<file path="src/rtl/vstat_pkg.sv">
package vstat_pkg;

  localparam logic [11:0] CSR_ADDR_STATUS = 12'h600;
  localparam int IRQ_W = 6;

  localparam int POS_XLEN = 32;
  localparam int POS_TSR  = 22;
  localparam int POS_TW   = 21;
  localparam int POS_TVM  = 20;
  localparam int POS_IRQ  = 12;
  localparam int POS_HU   = 9;
  localparam int POS_SPVP = 8;
  localparam int POS_SPV  = 7;
  localparam int POS_GVA  = 6;
  localparam int POS_BE   = 5;

  typedef enum logic [2:0] {
    MODE_U  = 3'd0,
    MODE_HS = 3'd1,
    MODE_M  = 3'd3,
    MODE_VU = 3'd4,
    MODE_VS = 3'd5
  } privMode_e;

  typedef enum logic [2:0] {
    OP_NONE   = 3'd0,
    OP_SRET   = 3'd1,
    OP_WFI    = 3'd2,
    OP_SATP   = 3'd3,
    OP_SFENCE = 3'd4,
    OP_SINVAL = 3'd5,
    OP_HLS    = 3'd6
  } guardOp_e;

  typedef struct packed {
    logic wrEn;
    logic trapEn;
    logic trapVirt;
    logic trapPriv;
    logic trapGva;
    logic sretEn;
  } strobes_t;

endpackage

</file>
<file path="src/rtl/vstat_ctrl.sv">
module vstat_ctrl
  import vstat_pkg::*;
(
  input  logic       clk,
  input  logic       rstN,
  input  logic       csrValid,
  input  logic       csrWrite,
  input  logic [11:0] csrAddr,
  input  logic [2:0] curMode,
  input  logic [2:0] opCode,
  input  logic       trapEnter,
  input  logic       trapGva,
  output strobes_t   stb,
  output logic       rdEn,
  output logic       accFault
);

  logic addrHit;
  logic privOk;
  logic inVirt;

  assign addrHit  = csrValid && (csrAddr == CSR_ADDR_STATUS);
  assign privOk   = (curMode == MODE_HS) || (curMode == MODE_M);
  assign inVirt   = (curMode == MODE_VU) || (curMode == MODE_VS);

  assign rdEn     = addrHit && privOk;
  assign accFault = addrHit && !privOk;

  always_comb begin
    stb          = '0;
    stb.trapEn   = trapEnter;
    stb.trapVirt = inVirt;
    stb.trapPriv = (curMode == MODE_VS);
    stb.trapGva  = trapGva;
    stb.sretEn   = (opCode == OP_SRET) && (curMode == MODE_HS);
    stb.wrEn     = rdEn && csrWrite;
  end

  // a faulting access never turns into a write strobe
  assert_fault_no_write_R2: assert property (@(posedge clk) disable iff (!rstN)
    accFault |-> !stb.wrEn);

endmodule

</file>
<file path="src/rtl/vstat_intercept.sv">
module vstat_intercept
  import vstat_pkg::*;
(
  input  logic       clk,
  input  logic       rstN,
  input  logic [2:0] curMode,
  input  logic [2:0] opCode,
  input  logic       trapSret,
  input  logic       trapWfi,
  input  logic       trapVm,
  input  logic       userHypOk,
  output logic       virtExc,
  output logic       illegalExc
);

  logic inVs;
  logic inUser;
  logic vmOp;

  assign inVs   = (curMode == MODE_VS);
  assign inUser = (curMode == MODE_U);
  assign vmOp   = (opCode == OP_SATP) || (opCode == OP_SFENCE) || (opCode == OP_SINVAL);

  always_comb begin
    virtExc = 1'b0;
    if (inVs) begin
      if (opCode == OP_SRET && trapSret) virtExc = 1'b1;
      if (opCode == OP_WFI && trapWfi)   virtExc = 1'b1;
      if (vmOp && trapVm)                virtExc = 1'b1;
    end
  end

  assign illegalExc = inUser && (opCode == OP_HLS) && !userHypOk;

  // the two exception kinds are exclusive
  assert_exc_exclusive_R10: assert property (@(posedge clk) disable iff (!rstN)
    $onehot0({virtExc, illegalExc}));

  // virtual-instruction exceptions come only from VS-mode
  assert_virt_only_vs_R9: assert property (@(posedge clk) disable iff (!rstN)
    virtExc |-> inVs);

endmodule

</file>
<file path="src/rtl/vstat_dp.sv">
module vstat_dp
  import vstat_pkg::*;
#(
  parameter int GEILEN = 8
)(
  input  logic              clk,
  input  logic              rstN,
  input  strobes_t          stb,
  input  logic [63:0]       wdata,
  output logic [63:0]       readValue,
  output logic [1:0]        xlenCode,
  output logic              trapSret,
  output logic              trapWfi,
  output logic              trapVm,
  output logic [IRQ_W-1:0]  irqSel,
  output logic              userHypOk,
  output logic              prevPriv,
  output logic              prevVirt,
  output logic              gvaFlag,
  output logic              bigEndian
);

  localparam logic [IRQ_W-1:0] IRQ_MAX = IRQ_W'(GEILEN);
  localparam logic [1:0] XLEN_RESET = 2'd2;

  logic [1:0]       xlenQ;
  logic             tsrQ, twQ, tvmQ, huQ, spvpQ, spvQ, gvaQ, beQ;
  logic [IRQ_W-1:0] irqQ;

  logic [1:0]       wrXlen;
  logic [IRQ_W-1:0] wrIrq;
  logic             xlenLegal;
  logic             irqLegal;

  assign wrXlen    = wdata[POS_XLEN+1:POS_XLEN];
  assign wrIrq     = wdata[POS_IRQ+IRQ_W-1:POS_IRQ];
  assign xlenLegal = (wrXlen == 2'd1) || (wrXlen == 2'd2);
  assign irqLegal  = (wrIrq <= IRQ_MAX);

  always_ff @(posedge clk) begin
    if (!rstN) begin
      xlenQ <= XLEN_RESET;
      tsrQ  <= 1'b0;
      twQ   <= 1'b0;
      tvmQ  <= 1'b0;
      irqQ  <= '0;
      huQ   <= 1'b0;
      spvpQ <= 1'b0;
      spvQ  <= 1'b0;
      gvaQ  <= 1'b0;
      beQ   <= 1'b0;
    end else if (stb.trapEn) begin
      spvQ <= stb.trapVirt;
      gvaQ <= stb.trapGva;
      if (stb.trapVirt) spvpQ <= stb.trapPriv;
    end else if (stb.sretEn) begin
      spvQ <= 1'b0;
    end else if (stb.wrEn) begin
      if (xlenLegal) xlenQ <= wrXlen;
      if (irqLegal)  irqQ  <= wrIrq;
      tsrQ  <= wdata[POS_TSR];
      twQ   <= wdata[POS_TW];
      tvmQ  <= wdata[POS_TVM];
      huQ   <= wdata[POS_HU];
      spvpQ <= wdata[POS_SPVP];
      spvQ  <= wdata[POS_SPV];
      gvaQ  <= wdata[POS_GVA];
      beQ   <= wdata[POS_BE];
    end
  end

  always_comb begin
    readValue = '0;
    readValue[POS_XLEN+1:POS_XLEN]      = xlenQ;
    readValue[POS_TSR]                  = tsrQ;
    readValue[POS_TW]                   = twQ;
    readValue[POS_TVM]                  = tvmQ;
    readValue[POS_IRQ+IRQ_W-1:POS_IRQ]  = irqQ;
    readValue[POS_HU]                   = huQ;
    readValue[POS_SPVP]                 = spvpQ;
    readValue[POS_SPV]                  = spvQ;
    readValue[POS_GVA]                  = gvaQ;
    readValue[POS_BE]                   = beQ;
  end

  assign xlenCode  = xlenQ;
  assign trapSret  = tsrQ;
  assign trapWfi   = twQ;
  assign trapVm    = tvmQ;
  assign irqSel    = irqQ;
  assign userHypOk = huQ;
  assign prevPriv  = spvpQ;
  assign prevVirt  = spvQ;
  assign gvaFlag   = gvaQ;
  assign bigEndian = beQ;

  // the width field never holds a reserved code
  assert_xlen_legal_R4: assert property (@(posedge clk) disable iff (!rstN)
    (xlenQ == 2'd1) || (xlenQ == 2'd2));

  // the interrupt select never exceeds the implemented count
  assert_irq_bound_R5: assert property (@(posedge clk) disable iff (!rstN)
    irqQ <= IRQ_MAX);

  // a trap captures the prior virtualization state and the address flag
  assert_trap_capture_R11: assert property (@(posedge clk) disable iff (!rstN)
    stb.trapEn |=> (spvQ == $past(stb.trapVirt)) && (gvaQ == $past(stb.trapGva)));

  // a trap from a non-virtual mode leaves the previous privilege alone
  assert_trap_keep_priv_R11: assert property (@(posedge clk) disable iff (!rstN)
    (stb.trapEn && !stb.trapVirt) |=> $stable(spvpQ));

  // HS return without a trap clears the saved virtualization bit
  assert_sret_clear_R12: assert property (@(posedge clk) disable iff (!rstN)
    (stb.sretEn && !stb.trapEn) |=> !spvQ);

endmodule

</file>
<file path="src/rtl/virt_status_reg.sv">
module virt_status_reg
  import vstat_pkg::*;
#(
  parameter int GEILEN = 8
)(
  input  logic        clk,
  input  logic        rstN,
  input  logic        csrValid,
  input  logic        csrWrite,
  input  logic [11:0] csrAddr,
  input  logic [63:0] csrWdata,
  output logic [63:0] csrRdata,
  output logic        csrFault,
  input  logic [2:0]  curMode,
  input  logic [2:0]  opCode,
  input  logic        trapEnter,
  input  logic        trapGva,
  output logic        virtInstrExc,
  output logic        illegalInstrExc,
  output logic        sretNextVirt,
  output logic [1:0]  guestXlen,
  output logic        guestBigEndian,
  output logic [5:0]  guestIrqSel,
  output logic        guestIrqValid
);

  localparam logic [IRQ_W-1:0] IRQ_MAX = IRQ_W'(GEILEN);

  strobes_t         stb;
  logic             rdEn;
  logic [63:0]      readValue;
  logic             trapSret, trapWfi, trapVm, userHypOk;
  logic             prevPriv, prevVirt, gvaFlag;
  logic [IRQ_W-1:0] irqSel;

  vstat_ctrl u_ctrl (
    .clk       (clk),
    .rstN      (rstN),
    .csrValid  (csrValid),
    .csrWrite  (csrWrite),
    .csrAddr   (csrAddr),
    .curMode   (curMode),
    .opCode    (opCode),
    .trapEnter (trapEnter),
    .trapGva   (trapGva),
    .stb       (stb),
    .rdEn      (rdEn),
    .accFault  (csrFault)
  );

  vstat_dp #(.GEILEN(GEILEN)) u_dp (
    .clk       (clk),
    .rstN      (rstN),
    .stb       (stb),
    .wdata     (csrWdata),
    .readValue (readValue),
    .xlenCode  (guestXlen),
    .trapSret  (trapSret),
    .trapWfi   (trapWfi),
    .trapVm    (trapVm),
    .irqSel    (irqSel),
    .userHypOk (userHypOk),
    .prevPriv  (prevPriv),
    .prevVirt  (prevVirt),
    .gvaFlag   (gvaFlag),
    .bigEndian (guestBigEndian)
  );

  vstat_intercept u_icpt (
    .clk        (clk),
    .rstN       (rstN),
    .curMode    (curMode),
    .opCode     (opCode),
    .trapSret   (trapSret),
    .trapWfi    (trapWfi),
    .trapVm     (trapVm),
    .userHypOk  (userHypOk),
    .virtExc    (virtInstrExc),
    .illegalExc (illegalInstrExc)
  );

  assign csrRdata      = rdEn ? readValue : 64'd0;
  assign sretNextVirt  = prevVirt;
  assign guestIrqSel   = irqSel;
  assign guestIrqValid = (irqSel != '0) && (irqSel <= IRQ_MAX);

  // reserved ranges read as zero
  assert_rsvd_zero_R3: assert property (@(posedge clk) disable iff (!rstN)
    (csrRdata[63:34] == '0) && (csrRdata[4:0] == '0));

  // a faulting access returns no data
  assert_fault_zero_R2: assert property (@(posedge clk) disable iff (!rstN)
    csrFault |-> (csrRdata == 64'd0));

  // a write beside a trap leaves the flag bit to the trap
  assert_trap_wins_R13: assert property (@(posedge clk) disable iff (!rstN)
    (trapEnter && csrValid && csrWrite) |=> (prevVirt == $past(curMode == MODE_VU || curMode == MODE_VS))
      && (gvaFlag == $past(trapGva)));

  // on a trap from VS the previous privilege becomes VS
  assert_trap_vs_priv_R11: assert property (@(posedge clk) disable iff (!rstN)
    (trapEnter && curMode == MODE_VS) |=> prevPriv);

endmodule

</file>
<file path="config.mk">
export PLATFORM = sky130hd
export DESIGN_NAME = virt_status_reg
export DESIGN_NICKNAME = d
export VERILOG_FILES = /design/src/rtl/vstat_pkg.sv /design/src/rtl/vstat_ctrl.sv /design/src/rtl/vstat_intercept.sv /design/src/rtl/vstat_dp.sv /design/src/rtl/virt_status_reg.sv
export SDC_FILE = /design/constraint.sdc
export NUM_CORES = 1
export LEC_CHECK = 0
export BUFFER_PORTS_ARGS = -buffer_cell sky130_fd_sc_hd__buf_2
export CORE_UTILIZATION = 37
export CTS_CLUSTER_DIAMETER = 60
export CTS_CLUSTER_SIZE = 10
export DETAILED_ROUTE_END_ITERATION = 8
export PLACE_DENSITY = 0.84
export SLEW_MARGIN = 25
export SYNTH_ARGS = -nofsm -noshare
export SYNTH_HDL_FRONTEND = slang
export SYNTH_SLANG_ARGS = --single-unit
</file>
<file path="constraint.sdc">
create_clock -name clk -period 2.8 [get_ports clk]
set_clock_uncertainty 0.2 [all_clocks]
set_input_delay 0.42 -clock clk [delete_from_list [all_inputs] [get_ports clk]]
set_output_delay 0.42 -clock clk [all_outputs]
set_load 0.01 [all_outputs]
</file>
# Word level (Yosys, flattened, before mapping)

Cells that the tools add are included.

Register bits after elaboration: 16
Input port bits: 88
Output and inout port bits: 78

$lt $le $gt $ge: 2
Equal/unequal tests: 15
Muxes and demuxes: 15
Bitwise operators: 2
Reductions and logical operators: 27

Operators with widths:

| operator               | number |
|---|---|
| $mux W34               | 1 |
| $eq A3 B3 Y1 const B   | 5 |
| $mux W1                | 14 |
| $eq A12 B11 Y1 const B | 1 |
| $le A6 B4 Y1 const B   | 2 |
| $logic_and A1 B1 Y1    | 11 |
| $eq A3 B2 Y1 const B   | 3 |
| $reduce_and A4 Y1      | 2 |
| $eq A3 B1 Y1 const B   | 2 |
| $reduce_and A3 Y1      | 2 |
| $reduce_bool A6 Y1     | 1 |
| $logic_or A1 B1 Y1     | 5 |
| $logic_not A3 Y1       | 1 |
| $reduce_bool A3 Y1     | 1 |
| $eq A2 B1 Y1 const B   | 1 |
| $eq A2 B2 Y1 const B   | 1 |
| $logic_not A1 Y1       | 2 |
| $ne A2 B1 Y1 const B   | 1 |
| $ne A2 B2 Y1 const B   | 1 |
| $not A1 Y1             | 2 |
| $reduce_and A2 Y1      | 1 |
| $reduce_bool A2 Y1     | 1 |

# Depth between registers and ports, before layout

Depth after elaboration: 7
Gate-level depth with buffers: 6

# Modules after synthesis

From an unflattened synthesis, not the netlist that was laid out.

Cells, all modules: 239
Area, all modules: 1935.6 µm²

Modules (own cells, without submodules):

| module          | times used | cells each | area each (µm²) | sequential area each (µm²) |
|---|---|---|---|---|
| vstat_dp        | 1          | 138        | 1192.4          | 320.3 |
| virt_status_reg | 1          | 73         | 538.0           | 0.0 |
| vstat_ctrl      | 1          | 18         | 131.4           | 0.0 |
| vstat_intercept | 1          | 10         | 73.8            | 0.0 |

# Least setup slack after synthesis

No wires, ideal clock.

Kind: in2out
Start point: input port csrAddr[7]
End point: output port csrRdata[12]
Data arrival time: 1.355 ns
Required time: 2.180 ns
Slack: 0.825 ns
Stages: 5
Path through: nor4b_2 -> and4_1 -> buf_6 -> buf_2 -> and2_1

Word-level cells in the longest chain between the ends: 4

Ends and longest elaborated chain:

| element             | line                  | source |
|---|---|---|
| start, declared     | virt_status_reg.sv:10 | `input logic [11:0] csrAddr,` |
| $eq A12 B11 Y1      | vstat_ctrl.sv:22      | `assign addrHit = csrValid && (csrAddr == CSR_ADDR_STATUS);` |
| $logic_and A1 B1 Y1 | vstat_ctrl.sv:22      |  |
| $logic_and A1 B1 Y1 | vstat_ctrl.sv:26      | `assign rdEn = addrHit && privOk;` |
| $mux W34            | virt_status_reg.sv:82 | `assign csrRdata = rdEn ? readValue : 64'd0;` |
| end, declared       | virt_status_reg.sv:12 | `output logic [63:0] csrRdata,` |

Every way passes these cells.

# Final worst setup path

Start point: input port csrAddr[7]
End point: output port csrRdata[33]

The elaborated chain is that of the path after synthesis.

==> run_results.csv <==
group,metric,value,unit
outcome,status,"finished clean",
timing,rsz0062_at_grt,"no",
floorplan,fp.dieArea,4250,um2
clock_network,clk_pin_slew,0.07,ns
placed_design,worst_slack_placed,0.504,ns
power,cellPowerDensity,314,nW/um2
placed_design,place.detailed.hpwl,2300,um
power,final_power,537,uW
timing,finalHoldViolations,0,
critical_path,timing.critical_path.required,2.18,ns
power,static-leakage-power,0.958,nW
synthesis,yosys_register_bits,16,
power,internal_cell_power,390,uW
floorplan,core-area,3740,um2
critical_path,cp_max_fo,31,
routing,route.detailed.vias_per_inst,4.42,
cells_and_area,synthToLayoutAreaGrowth,15.8,%
routing,wl,2940,um
synthesis,complex_gate_fraction_of_the_synthesized_area,0.145,
global_route,groute.usage.overall,0.133,
clock_network,cts.hold.buffers_added,0,
timing,final.period_utilization,0.821,
clock_network,cts.repair_timing.setup_buffer_count,0,
power,power_frac_seq,0.430,
synthesis,synth_top_area_frac,0.249,
synthesis,synth-async-reset-ratio,0,
critical_path,slowest_stage,"sky130_fd_sc_hd__nor4b_2",
timing,final.hold.worst_slack,0.218,ns
synthesis,synth_enable_flop_cells,0,
synthesis,post_synth_main_area_contributors,"sky130_fd_sc_hd__buf_4 (25%), sky130_fd_sc_hd__dfxtp_1 (22%), sky130_fd_sc_hd__and2_1 (6.8%), sky130_fd_sc_hd__mux2i_1 (4.1%), sky130_fd_sc_hd__a21boi_1 (3.6%)",
synthesis,post_synth_xor_xnor_area,0.00593,
synthesis,syn-mean-instance-area,8.35,um2
global_route,antenna_found_initial,0,
global_route,grt_pass1_wl,4420,um
power,irDropWorstVdd,0.212,mV
critical_path,crit_top_cell,"sky130_fd_sc_hd__buf_2",
timing,fin_crit,2.30,ns
placed_design,buffer_ports.inserted,69,
clock_network,numClockSinks,16,
worst_hold_path,hold_class,"in2reg",
routing,avgRoutedWirePerCell,10.1,um
routing,drt_first_iter_violations,24,
critical_path,cp_data_arrival_time,1.68,ns
clock_network,post_cts.resized_instances,0,
clock_network,htree_levels,1,
floorplan,die_y,65.2,um
synthesis,post_synth_and_or_nand_nor_area_fraction,0.301,
run,maximum_capacitance_violations,0,
clock_network,numCtsBuffers,3,
floorplan,die-width,65.2,um
synthesis,postSynthCellCount,177,
global_route,grt_pass1_vias,1016,
synthesis,ys_types,43,
synthesis,synthAdderAreaFrac,0,
global_route,grt_max_degree,32,
synthesis,synth_mux_area_frac,0.0406,
power,clock_power_share,0.382,
synthesis,post_synthesis_cell_area,1480,um2
floorplan,start_util,0.395,
routing,route.detailed.drc,0,
critical_path,category_of_the_worst_setup_path_capture_point,"primary output",
power,switching_share,0.274,
critical_path,slowest_delay,0.33,ns
critical_path,worstSetupStartpointType,"input pin",
critical_path,path_class,"in2out",
synthesis,yosys.area.top_type,"sky130_fd_sc_hd__buf_4",
synthesis,synth.yosys.seq_area_share,0.217,
global_route,overflow,0,
timing,fmax,435,MHz
floorplan,io_pins,166,
cells_and_area,num-nets-final,332,
synthesis,largest_family_of_logic_cells_by_synthesized_area,"simple AND/OR/NAND/NOR gates",
timing,fin_setup_tns,0,ns
placed_design,gpl.final_weighted_congestion,0.746,
timing,timing.final.ws_setup,0.502,ns
cells_and_area,layout-drive-gt1-share,0.354,
routing,detail-route-antenna-nets,0,
cells_and_area,antennaDiodeCount,0,
critical_path,crit_chain,"buf_2 > nor4b_2 > and4_1 > buf_4 > and2_1 > buf_2",
routing,detail_route.first_pass.iterations,3,
synthesis,yosys_warnings,0,
clock_network,clock_latency,0.25,ns
timing,setup_viol,0,
synthesis,synth-main-ff-cell,"sky130_fd_sc_hd__dfxtp_1",
placed_design,place.detailed.instances,287,
clock_network,cts-root-buf,"sky130_fd_sc_hd__clkbuf_8",
routing,vias,1286,
floorplan,rows,22,
cells_and_area,post_layout_nonfiller_instances,291,
clock_network,tritoncts_clock_tree,"built",
timing,slew_viol_final,0,
power,pwr-share-comb,0.187,
clock_network,cts.path.max_buffers,2,
power,netSwitchingPower,147,uW
## per-layer routing
metal  up-vias  routed length (um)  global-route usage
met5         -                   0                   0
met4         0                  24              0.0408
met3         5                 261              0.0226
met2        77                1430               0.242
met1       567                1220               0.157
li1        637                   -                   -
## logic make-up (layout without fill, tap and decap cells)
| logic type | Yosys count | in the layout |
|---|---|---|
| compound gates | 28 | 28 |
| xor+xnor | 1 | 1 |
| buf+inv | 58 | 77 |
| flops | 16 | 16 |
| mux | 6 | 6 |
| other cells | 1 | 48 |
| simple gates | 67 | 67 |
## final timing paths
kind                                     from             end  slack [ns]  cells past startpoint
worst max-delay path               csrAddr[7]    csrRdata[33]        0.50                      6
worst min-delay path             csrWdata[13]  u_dp.irqSel[1]        0.22                      3
worst max register to register  u_dp.prevVirt   u_dp.prevVirt        1.67                      3
worst min register to register  u_dp.prevPriv   u_dp.prevPriv        0.27                      2
## layout by cell type (no fill, tap or decap), drive strengths merged, types with 3 or more instances in the layout
cell / synthesis / routed
nor3b: 3 / 3
nor2: 6 / 6
mux2i: 6 / 6
and3: 8 / 8
conb: 1 / 48
a21boi: 8 / 8
clkbuf: 3 / 4
dfxtp: 16 / 16
and2: 16 / 16
o21a: 5 / 5
a21oi: 7 / 7
nand2: 14 / 14
buf: 53 / 71
## critical path: cells and delay by family
family	cells	cell delay [ns]
AND/OR/NAND/NOR	3	0.74
buffers and inverters	3	0.51
## per-stage QoR
step / util / instance area (um2)
CTS: 0.457 / 1710
global placement: 0.443 / 1660
floorplan: - / 1650
global route: 0.457 / 1710
finish: 0.457 / 1710
detailed placement: 0.443 / 1660
## layout make-up
| class | instances | area (um2) |
|---|---|---|
| well taps | 48 | 60.1 |
| clock buffers | 4 | 55.1 |
| multi-input cells | 150 | 908 |
| flip-flops and latches | 16 | 320 |
| fillers | 391 | 2030 |
| repair buffers | 71 | 360 |
| inverters | 2 | 7.51 |
## synthesized netlist by cell type, drive strengths merged, types with 2 or more instances
cell / count
buf: 53
and2: 16
dfxtp: 16
nand2: 14
a21boi: 8
and3: 8
a21oi: 7
mux2i: 6
nor2: 6
o21a: 5
clkbuf: 3
nor3b: 3
and4bb: 2
inv: 2
nand2b: 2
nand3b: 2
nand4: 2
nor2b: 2
nor3: 2
nor4b: 2
o21ai: 2
o31ai: 2
## power by group through the flow
stage | clock network, mW | logic, mW | registers [mW]
global placement | 0 | 0.0986 | 0.236
detailed placement | 0 | 0.100 | 0.236
floorplan | 0 | 0.111 | 0.236
CTS | 0.214 | 0.100 | 0.231
finish | 0.205 | 0.101 | 0.231
global route | 0.227 | 0.113 | 0.231
## state kept, by name, summed over array words and instances, names as in the netlist
signal          cells
u_dp.bigEndian      1
u_dp.gvaFlag        1
u_dp.irqSel         6
u_dp.prevPriv       1
u_dp.prevVirt       1
u_dp.trapSret       1
u_dp.trapVm         1
u_dp.trapWfi        1
u_dp.userHypOk      1
u_dp.xlenCode       2
(Power assumes the default switching activity.)
